==> config.mk <==
export PLATFORM = sky130hd
export DESIGN_NAME = keyed_wdt
export DESIGN_NICKNAME = d
export VERILOG_FILES = /design/src/rtl/wdt_pkg.sv /design/src/rtl/wdt_prescaler.sv /design/src/rtl/wdt_down_counter.sv /design/src/rtl/wdt_keyctl.sv /design/src/rtl/keyed_wdt.sv
export SDC_FILE = /design/constraint.sdc
export NUM_CORES = 1
export LEC_CHECK = 0
export BUFFER_PORTS_ARGS = -buffer_cell sky130_fd_sc_hd__clkbuf_2
export CAP_MARGIN = 20
export CORE_MARGIN = 3
export CORE_UTILIZATION = 23
export CTS_CLUSTER_DIAMETER = 50
export CTS_CLUSTER_SIZE = 40
export DETAILED_ROUTE_END_ITERATION = 8
export SYNTH_ARGS = -nofsm -noshare
export SYNTH_HDL_FRONTEND = slang
export SYNTH_SLANG_ARGS = --single-unit
==> constraint.sdc <==
create_clock -name clk -period 3.2 [get_ports clk]
set_input_delay 0.32 -clock clk [delete_from_list [all_inputs] [get_ports clk]]
set_output_delay 0.32 -clock clk [all_outputs]
set_load 0.05 [all_outputs]
==> src/rtl/wdt_pkg.sv <==
// Package: shared constants for the keyed watchdog.
// Assumes a 16-bit register bus with a 2-bit register select.
package wdt_pkg;
    localparam int          BUS_W      = 16;
    localparam logic [15:0] KEY_RUN    = 16'hCCCC;
    localparam logic [15:0] KEY_FEED   = 16'hAAAA;
    localparam logic [15:0] KEY_OPEN   = 16'h5555;
    localparam logic [1:0]  SEL_KEY    = 2'd0;
    localparam logic [1:0]  SEL_DIV    = 2'd1;
    localparam logic [1:0]  SEL_RELOAD = 2'd2;
    localparam logic [1:0]  SEL_STAT   = 2'd3;
endpackage

==> src/rtl/wdt_prescaler.sv <==
// Module: wdt_prescaler
// Divides the watchdog clock by 2^(BASE_LOG+min(code,SHIFT_MAX)) and emits
// a one-cycle tick at the end of each period. A clear restarts the period.
// Assumes BASE_LOG >= 1, so a tick can never follow a clear directly.
module wdt_prescaler #(
    parameter int CODE_W    = 3,
    parameter int BASE_LOG  = 2,
    parameter int SHIFT_MAX = 6
) (
    input  logic              clk,
    input  logic              rst_n,
    input  logic              clear_i,
    input  logic [CODE_W-1:0] code_i,
    output logic              tick_o
);
    localparam int CNT_W = BASE_LOG + SHIFT_MAX;

    logic [CNT_W-1:0] pre_cnt;
    logic [CNT_W-1:0] last_val;
    int               shift;

    // Terminal count of the selected period; codes above SHIFT_MAX saturate.
    always_comb begin
        shift    = (int'(code_i) > SHIFT_MAX) ? SHIFT_MAX : int'(code_i);
        last_val = CNT_W'((1 << (BASE_LOG + shift)) - 1);
    end

    // A shrinking ratio can leave the count above the new terminal value.
    assign tick_o = (pre_cnt >= last_val);

    // Period counter: cleared on reset or on request, wraps at each tick.
    always_ff @(posedge clk) begin
        if (!rst_n || clear_i) pre_cnt <= '0;
        else if (tick_o)       pre_cnt <= '0;
        else                   pre_cnt <= pre_cnt + 1'b1;
    end

    AST_NO_TICK_AFTER_CLEAR: assert property (@(posedge clk) disable iff (!rst_n)
        clear_i |=> !tick_o);
endmodule

==> src/rtl/wdt_down_counter.sv <==
// Module: wdt_down_counter
// Timeout counter. It holds its maximum while idle, loads on refresh and
// counts down one step per prescaled tick. When a tick arrives at zero it
// issues a one-cycle expiry pulse and rearms at the maximum.
// Assumes a refresh takes priority over a coincident tick.
module wdt_down_counter #(
    parameter int CNT_W = 12
) (
    input  logic             clk,
    input  logic             rst_n,
    input  logic             run_i,
    input  logic             tick_i,
    input  logic             load_i,
    input  logic [CNT_W-1:0] load_val_i,
    output logic             expire_o
);
    localparam logic [CNT_W-1:0] CNT_MAX = '1;

    logic [CNT_W-1:0] cnt;

    // Count, reload and expiry pulse generation.
    always_ff @(posedge clk) begin
        if (!rst_n) begin
            cnt      <= CNT_MAX;
            expire_o <= 1'b0;
        end else begin
            expire_o <= 1'b0;
            if (run_i && load_i) begin
                cnt <= load_val_i;
            end else if (run_i && tick_i) begin
                if (cnt == '0) begin
                    expire_o <= 1'b1;
                    cnt      <= CNT_MAX;
                end else begin
                    cnt <= cnt - 1'b1;
                end
            end
        end
    end

    AST_PULSE_ONE_CYCLE: assert property (@(posedge clk) disable iff (!rst_n)
        expire_o |=> !expire_o);
    AST_REARM_AT_MAX: assert property (@(posedge clk) disable iff (!rst_n)
        expire_o |-> (cnt == CNT_MAX));
endmodule

==> src/rtl/wdt_keyctl.sv <==
// Module: wdt_keyctl
// Decodes key writes (start, refresh, unlock), keeps the sticky run state
// and the unlock state, and holds the divider and reload registers. Each
// register has a busy tracker that blocks further writes for HOLD_TICKS
// prescaled ticks. Assumes one bus write per cycle at most.
module wdt_keyctl
    import wdt_pkg::*;
#(
    parameter int CNT_W      = 12,
    parameter int CODE_W     = 3,
    parameter int HOLD_TICKS = 2
) (
    input  logic              clk,
    input  logic              rst_n,
    input  logic              hw_start_i,
    input  logic              wr_en_i,
    input  logic [1:0]        wr_sel_i,
    input  logic [BUS_W-1:0]  wr_data_i,
    input  logic              tick_i,
    output logic              running_o,
    output logic              feed_o,
    output logic              restart_o,
    output logic [CODE_W-1:0] code_o,
    output logic [CNT_W-1:0]  reload_o,
    output logic [1:0]        busy_o
);
    localparam int NUM_CFG = 2;
    localparam int HOLD_W  = $clog2(HOLD_TICKS + 1);

    logic               unlocked;
    logic               key_wr;
    logic [NUM_CFG-1:0] cfg_hit;

    assign key_wr    = wr_en_i && (wr_sel_i == SEL_KEY);
    assign feed_o    = key_wr && (wr_data_i == KEY_FEED);
    assign restart_o = feed_o || (key_wr && (wr_data_i == KEY_RUN));

    // Run state: preset by the strap at reset, set by the start key, never cleared.
    always_ff @(posedge clk) begin
        if (!rst_n)                                running_o <= hw_start_i;
        else if (key_wr && wr_data_i == KEY_RUN)   running_o <= 1'b1;
    end

    // Unlock state: opened only by the unlock key, closed by any other key.
    always_ff @(posedge clk) begin
        if (!rst_n)      unlocked <= 1'b0;
        else if (key_wr) unlocked <= (wr_data_i == KEY_OPEN);
    end

    // One busy tracker per configuration register.
    for (genvar g = 0; g < NUM_CFG; g++) begin : g_cfg
        localparam logic [1:0] MY_SEL = (g == 0) ? SEL_DIV : SEL_RELOAD;
        logic [HOLD_W-1:0] hold_cnt;

        assign cfg_hit[g] = wr_en_i && unlocked && !busy_o[g] && (wr_sel_i == MY_SEL);
        assign busy_o[g]  = (hold_cnt != '0);

        // Hold window: loaded on an accepted write, drained by prescaled ticks.
        always_ff @(posedge clk) begin
            if (!rst_n)                       hold_cnt <= '0;
            else if (cfg_hit[g])              hold_cnt <= HOLD_W'(HOLD_TICKS);
            else if (tick_i && busy_o[g])     hold_cnt <= hold_cnt - 1'b1;
        end
    end

    // Configuration registers, written only through an accepted write.
    always_ff @(posedge clk) begin
        if (!rst_n) begin
            code_o   <= '0;
            reload_o <= '1;
        end else begin
            if (cfg_hit[0]) code_o   <= wr_data_i[CODE_W-1:0];
            if (cfg_hit[1]) reload_o <= wr_data_i[CNT_W-1:0];
        end
    end

    AST_RUN_STICKY: assert property (@(posedge clk) disable iff (!rst_n)
        running_o |=> running_o);
    AST_OTHER_KEY_LOCKS: assert property (@(posedge clk) disable iff (!rst_n)
        (key_wr && wr_data_i != KEY_OPEN) |=> !unlocked);
    AST_LOCKED_DIV_HOLD: assert property (@(posedge clk) disable iff (!rst_n)
        (wr_en_i && wr_sel_i == SEL_DIV && !unlocked) |=> $stable(code_o));
    AST_LOCKED_RELOAD_HOLD: assert property (@(posedge clk) disable iff (!rst_n)
        (wr_en_i && wr_sel_i == SEL_RELOAD && !unlocked) |=> $stable(reload_o));
    AST_BUSY_DIV_HOLD: assert property (@(posedge clk) disable iff (!rst_n)
        (wr_en_i && wr_sel_i == SEL_DIV && busy_o[0]) |=> $stable(code_o));
    AST_BUSY_RELOAD_HOLD: assert property (@(posedge clk) disable iff (!rst_n)
        (wr_en_i && wr_sel_i == SEL_RELOAD && busy_o[1]) |=> $stable(reload_o));
endmodule

==> src/rtl/keyed_wdt.sv <==
// Module: keyed_wdt
// Top of the key-protected watchdog. Joins the key/config control, the
// prescaler and the timeout counter, and provides a combinational read path.
// Assumes the whole block runs on the watchdog's own clock.
module keyed_wdt
    import wdt_pkg::*;
#(
    parameter int CNT_W      = 12,
    parameter int CODE_W     = 3,
    parameter int HOLD_TICKS = 2
) (
    input  logic             clk,
    input  logic             rst_n,
    input  logic             hw_start_i,
    input  logic             wr_en_i,
    input  logic [1:0]       wr_sel_i,
    input  logic [BUS_W-1:0] wr_data_i,
    input  logic [1:0]       rd_sel_i,
    output logic [BUS_W-1:0] rd_data_o,
    output logic             wdt_rst_o
);
    logic              running;
    logic              feed;
    logic              restart;
    logic              tick;
    logic [CODE_W-1:0] code;
    logic [CNT_W-1:0]  reload;
    logic [1:0]        busy;

    wdt_keyctl #(.CNT_W(CNT_W), .CODE_W(CODE_W), .HOLD_TICKS(HOLD_TICKS)) u_ctl (
        .clk        (clk),
        .rst_n      (rst_n),
        .hw_start_i (hw_start_i),
        .wr_en_i    (wr_en_i),
        .wr_sel_i   (wr_sel_i),
        .wr_data_i  (wr_data_i),
        .tick_i     (tick),
        .running_o  (running),
        .feed_o     (feed),
        .restart_o  (restart),
        .code_o     (code),
        .reload_o   (reload),
        .busy_o     (busy)
    );

    wdt_prescaler #(.CODE_W(CODE_W)) u_pre (
        .clk     (clk),
        .rst_n   (rst_n),
        .clear_i (restart),
        .code_i  (code),
        .tick_o  (tick)
    );

    wdt_down_counter #(.CNT_W(CNT_W)) u_cnt (
        .clk        (clk),
        .rst_n      (rst_n),
        .run_i      (running),
        .tick_i     (tick),
        .load_i     (feed),
        .load_val_i (reload),
        .expire_o   (wdt_rst_o)
    );

    // Register read mux; the key register reads as zero.
    always_comb begin
        case (rd_sel_i)
            SEL_DIV:    rd_data_o = BUS_W'(code);
            SEL_RELOAD: rd_data_o = BUS_W'(reload);
            SEL_STAT:   rd_data_o = BUS_W'(busy);
            default:    rd_data_o = '0;
        endcase
    end

    AST_IDLE_SILENT: assert property (@(posedge clk) disable iff (!rst_n)
        !running |-> !wdt_rst_o);
endmodule

======== Word-level counts from Yosys, hierarchy flattened ========
Cells that the tools add are included.
cells by class
  $add $sub $neg .......................... 6
  order comparisons ....................... 2
  equality and inequality tests ........... 9
  shift-type cells ........................ 1
  multiplexer cells ....................... 12
  bitwise operators ....................... 2
  reductions and logical operators ........ 28
operators with widths
  kind                   number
  $mux 12                3
  $pmux 12 s3            1
  $add 3x32->32 const A  1
  $eq 16x16->1 const B   2
  $shl 1x32->8 const A   1
  $eq 16x15->1 const B   1
  $logic_and 1x1->1      12
  $logic_not 12->1       1
  $sub 12x1->12 const B  1
  $reduce_bool 2->1      5
  $add 8x1->8 const B    1
  $ge 8x8->1             1
  $mux 2                 4
  $sub 8x2->8 const B    1
  $eq 2x2->1 const B     3
  $reduce_or 2->1        3
  $eq 2x1->1 const B     2
  $sub 2x1->2 const B    2
  $gt 3x3->1 const B     1
  $logic_not 1->1        3
  $mux 1                 3
  $mux 3                 1
  $reduce_or 3->1        1
  $logic_not 2->1        1
  other kinds (3)        5
storage, ports and cells
  flip-flop bits (word level) ............. 42
  input port bits ......................... 24
  output and inout bits ................... 17
  word-level logic and storage cells ...... 71

======== Depth between registers and ports, before layout ========
  word-level depth ........................ 9
  mapped depth ............................ 12
  gate-level depth less buffers ........... 11

======== By module ========
A second synthesis with hierarchy kept.
second synthesis, totals
  cell total of the unflattened synthesis .. 307
  area total of the unflattened synthesis .. 2662.6 µm²
modules (own cells, without submodules)
  module            times used  cells each  area an instance (µm²)  seq. area each (µm²)
  wdt_keyctl        1           117         999.7                   430.4
  wdt_down_counter  1           105         910.9                   260.2
  wdt_prescaler     1           63          579.3                   160.2
  keyed_wdt         1           22          172.7                   0.0

======== Least setup slack after synthesis ========
Ideal clock, no wire load.
  path kind ............................... reg2reg
  start ................................... register u_ctl.code_o[1]
  end ..................................... register u_cnt.cnt[2]
  library setup time ...................... 0.123 ns
  data arrival time ....................... 2.547 ns
  required time ........................... 3.077 ns
  slack ................................... 0.531 ns
  stages on the path, launching flop included .. 12
  path buffers ............................ 0
  clock period less this slack ............ 2.669 ns
  cell sequence ........................... dfxtp_1 -> inv_1 -> ha_1 -> nor3b_1 -> xnor2_1 -> nor2_1 -> ha_1 -> a211oi_1 -> a21o_1 -> nand2_2 -> a21o_1 -> a221o_2
on the way
  longest elaborated chain between the ends .. 8
RTL lines
  what                           line                    text
  start, declared                wdt_keyctl.sv:23        output logic [CODE_W-1:0] code_o,
  start signal, assigned         wdt_keyctl.sv:72        if (cfg_hit[0]) code_o <= wr_data_i[CODE_W-1:0];
  $gt 3x3->1                     wdt_prescaler.sv:24     shift = (int'(code_i) > SHIFT_MAX) ? SHIFT_MAX : int'(code_i);
  $mux 3 *                       wdt_prescaler.sv:24
  $add 3x32->32 *                wdt_prescaler.sv:25     last_val = CNT_W'((1 << (BASE_LOG + shift)) - 1);
  $shl 1x32->8 *                 wdt_prescaler.sv:25
  $sub 8x2->8 *                  wdt_prescaler.sv:25
  $ge 8x8->1 *                   wdt_prescaler.sv:29     assign tick_o = (pre_cnt >= last_val);
  $logic_and 1x1->1 *            wdt_down_counter.sv:30  end else if (run_i && tick_i) begin
  $reduce_bool 2->1 (no line) *  -
  end signal, assigned           wdt_down_counter.sv:29  cnt <= load_val_i;
  end signal, assigned           wdt_down_counter.sv:35  cnt <= cnt - 1'b1;
  end, declared                  wdt_down_counter.sv:19  logic [CNT_W-1:0] cnt;
Every way passes the cells marked *; elsewhere a longest branch is shown, timed or not.
A chain may end at the register's enable or synchronous reset.

======== Final worst setup path ========
  start ................................... register u_ctl.code_o[1]
  end ..................................... register u_cnt.cnt[3]
Same word-level chain as after synthesis.

==> reports/metrics.csv <==
stage;metric;value;unit
layout;design_area;3050;µm²
power;vdd_ir_drop_max;0.000208;V
route;ant_nets;0;
timing;fmax;342;MHz
critical_path;cpMostUsedCell;ha_1;
route;met3_length;337;µm
route;wire_per_inst;13.3;µm
route;top_layer;met4;
logic_synthesis;ys_ff_latch;42;
route;via_count;2353;
critical_path;regToRegSetupSlack;0.28;ns
layout;nets;389;
route;viasPerCell;4.81;
layout;diodes;0;
critical_path;cp_cell_sequence;inv_1 > ha_1 > nor3b_1 > xnor2_1 > nor2_1 > ha_1 > a211oi_1 > a21o_1 > nand2_2 > a2111oi_0 > a311oi_1;
logic_synthesis;synthCells;316;
floorplanning;die_x;112;µm
min_path;hp-class;input pin to flop;
power;p_leak;1.25;nW
placed_design;place_congestion;0.828;
global_routing;grt_antenna_before_repair;0;
floorplanning;core;10900;µm²
route;route.detailed.drc;0;
layout;drive_above_1_share;0.181;
clock_tree;max-clock-path-buffers;2;
timing;slew_viol_final;0;
critical_path;critPathMaxStageDelay;0.41;ns
floorplanning;die_area;12600;µm²
logic_synthesis;synth_edf_count;1;
logic_synthesis;ys.flop_type;dfxtp_1;
logic_synthesis;syn_avg_cell_area;8.20;µm²
placed_design;dp.cells;482;
timing;finalSetupViolations;0;
placed_design;dpl-instance-area;2880;µm²
timing;hold_viol_final;0;
layout;final_cell_mix;nand2_1 (46), dfxtp_1 (41), clkbuf_2 (36), nand3_1 (28), nor2_1 (25);
clock_tree;clock-root-buffer;clkbuf_16;
critical_path;worstPathMaxFanout;9;
critical_path;worstSetupPathType;flop to flop;
outcome;status;completed;
route;wl_met2;3040;µm
floorplanning;die_h;112;µm
global_routing;grt_overflow;0;
logic_synthesis;synth_area;2590;µm²
power;power.density;465;nW/µm²
global_routing;grt_max_degree;26;
floorplanning;io_pins;41;
clock_tree;cts_tree;yes;
critical_path;worstPathRequired;3.32;ns
critical_path;worstSetupStartpointType;flop;
clock_tree;clkLatencyLatePin;0.28;ns
global_routing;grt_pass1_vias;2269;
logic_synthesis;seq_area_frac_synth;0.328;
logic_synthesis;ys_warn_count;0;
layout;instances_no_fill;489;
global_routing;grtUsageTotal;0.106;
layout;fill_cells;1187;
placed_design;io_buffers;36;
layout;syn2layout_area_growth;17.6;%
logic_synthesis;synth_cell_types;60;
critical_path;end_kind;flop;
clock_tree;cts.sinks;42;
timing;rsz0062_at_grt;no;
run;drv_cap;0;
clock_tree;cts_inserted_buffers;5;
floorplanning;start_util;0.237;
logic_synthesis;ys_async_sr_fraction;0;
global_routing;grt_pass1_wl;11100;µm
timing;fin_crit;2.92;ns
timing;slew_headroom;0.490;
route;drt_iter0_markers;129;
layout;final_common_cell;nand2_1;
clock_tree;cts.htree.levels;2;
critical_path;cp_slowest_cell;dfxtp_1;
route;first_pass_iters;5;
power;power;1.42;mW
timing;tns;0;ns
clock_tree;clk_pin_slew;0.06;ns
layout;finish.utilization;0.279;
timing;skew;0.00548;ns
timing;min_period_over_period;0.914;
timing;tightest_slew;0.759;ns
floorplanning;rows;38;
route;drt-met1-wl;3040;µm
placed_design;hpwlAfterDp;4990;µm
route;wirelength;6530;µm
critical_path;arrival;3.05;ns
==> state kept, by name, indices dropped and copies added (netlist names) <==
signal                count
u_cnt.cnt                12
u_cnt.expire_o            1
u_ctl.code_o              3
u_ctl.g_cfg.hold_cnt      4
u_ctl.reload_o           12
u_ctl.running_o           1
u_ctl.unlocked            1
u_pre.pre_cnt             8
==> worst max-delay path: cells and delay by family, from the launching register on <==
family | cells | cell delay (ns)
and+or+nand+nor | 3 | 0.45
adders and majority gates | 2 | 0.62
DFF | 1 | 0.41
xor gates and xnor gates | 1 | 0.14
buffers and inverters | 1 | 0.12
AOI/OAI and AO/OA | 4 | 1.01
==> kinds of logic after synthesis <==
| family | after synthesis | share of synthesized area |
|---|---|---|
| multiplexers | 4 | 0.0155 |
| AND/OR/NAND/NOR | 153 | 0.326 |
| buffers and inverters | 31 | 0.0584 |
| adder cells (fa/ha/maj) | 16 | 0.0773 |
| flip-flops | 42 | 0.328 |
| other | 1 | 0.00145 |
| AO/OA/AOI/OAI | 58 | 0.156 |
| XOR/XNOR | 11 | 0.0372 |
==> power by group <==
part	internal (mW)	switching (mW)	total, mW	leakage [nW]
clock network	0.354	0.204	0.557	0.0811
logic	0.0916	0.182	0.274	0.828
registers	0.554	0.0316	0.586	0.342
total	0.999	0.418	1.42	1.25
==> routing by layer <==
layer  GRT usage  vias up
met5           0        -
met3      0.0189        9
met2       0.174       66
li1            -     1189
met4      0.0296        0
met1       0.142     1089
==> cell type report <==
type / count / area [µm²] / share of cell area
Tap cell: 140 / 175 / 0.0575
Clock buffer: 7 / 164 / 0.0538
Multi-Input combinational cell: 246 / 1600 / 0.526
Sequential cell: 42 / 851 / 0.279
Timing Repair Buffer: 38 / 195 / 0.0641
Inverter: 16 / 60.1 / 0.0197
==> stage by stage <==
step | worst slack, ns | hold WS (ns)
2_1_floorplan | 0.531 | 0.429
3_3_place_gp | 0.359 | 0.442
3_5_place_dp | 0.315 | 0.460
4_1_cts | 0.289 | 0.279
5_1_grt | 0.00649 | 0.303
6_report | 0.276 | 0.284
==> timing repair <==
item / in CTS / in global routing
setup buffers: 0 / 0
endpoints found under the setup margin: 0 / 1
gates resized for setup: 0 / 1
hold buffers: 0 / 0
==> synth_stat cells, types with 5 or more instances <==
cell type / n / area (µm²)
nor3_1: 6 / 30.0
inv_1: 16 / 60.1
nor2_1: 25 / 93.8
dfxtp_1: 41 / 821
o21ai_0: 10 / 50.1
xor2_1: 6 / 52.6
nand2_1: 46 / 173
and2_1: 10 / 62.6
a31oi_1: 5 / 31.3
nand3_1: 28 / 140
buf_4: 5 / 37.5
and3_1: 6 / 37.5
clkbuf_1: 7 / 26.3
a211oi_1: 5 / 37.5
o211ai_1: 7 / 52.6
ha_1: 16 / 200
xnor2_1: 5 / 43.8
a21oi_1: 7 / 35.0
==> path summary, 6_finish.rpt <==
kind / from / endpoint / cells past startpoint
setup / recovery: u_ctl.code_o[1] / u_cnt.cnt[3] / 11
hold / removal: wr_data_i[4] / u_ctl.reload_o[4] / 3
setup reg to reg: u_ctl.code_o[1] / u_cnt.cnt[3] / 11
hold reg to reg: u_pre.pre_cnt[0] / u_pre.pre_cnt[0] / 1
No activity file was read; power rests on OpenSTA's default activity.
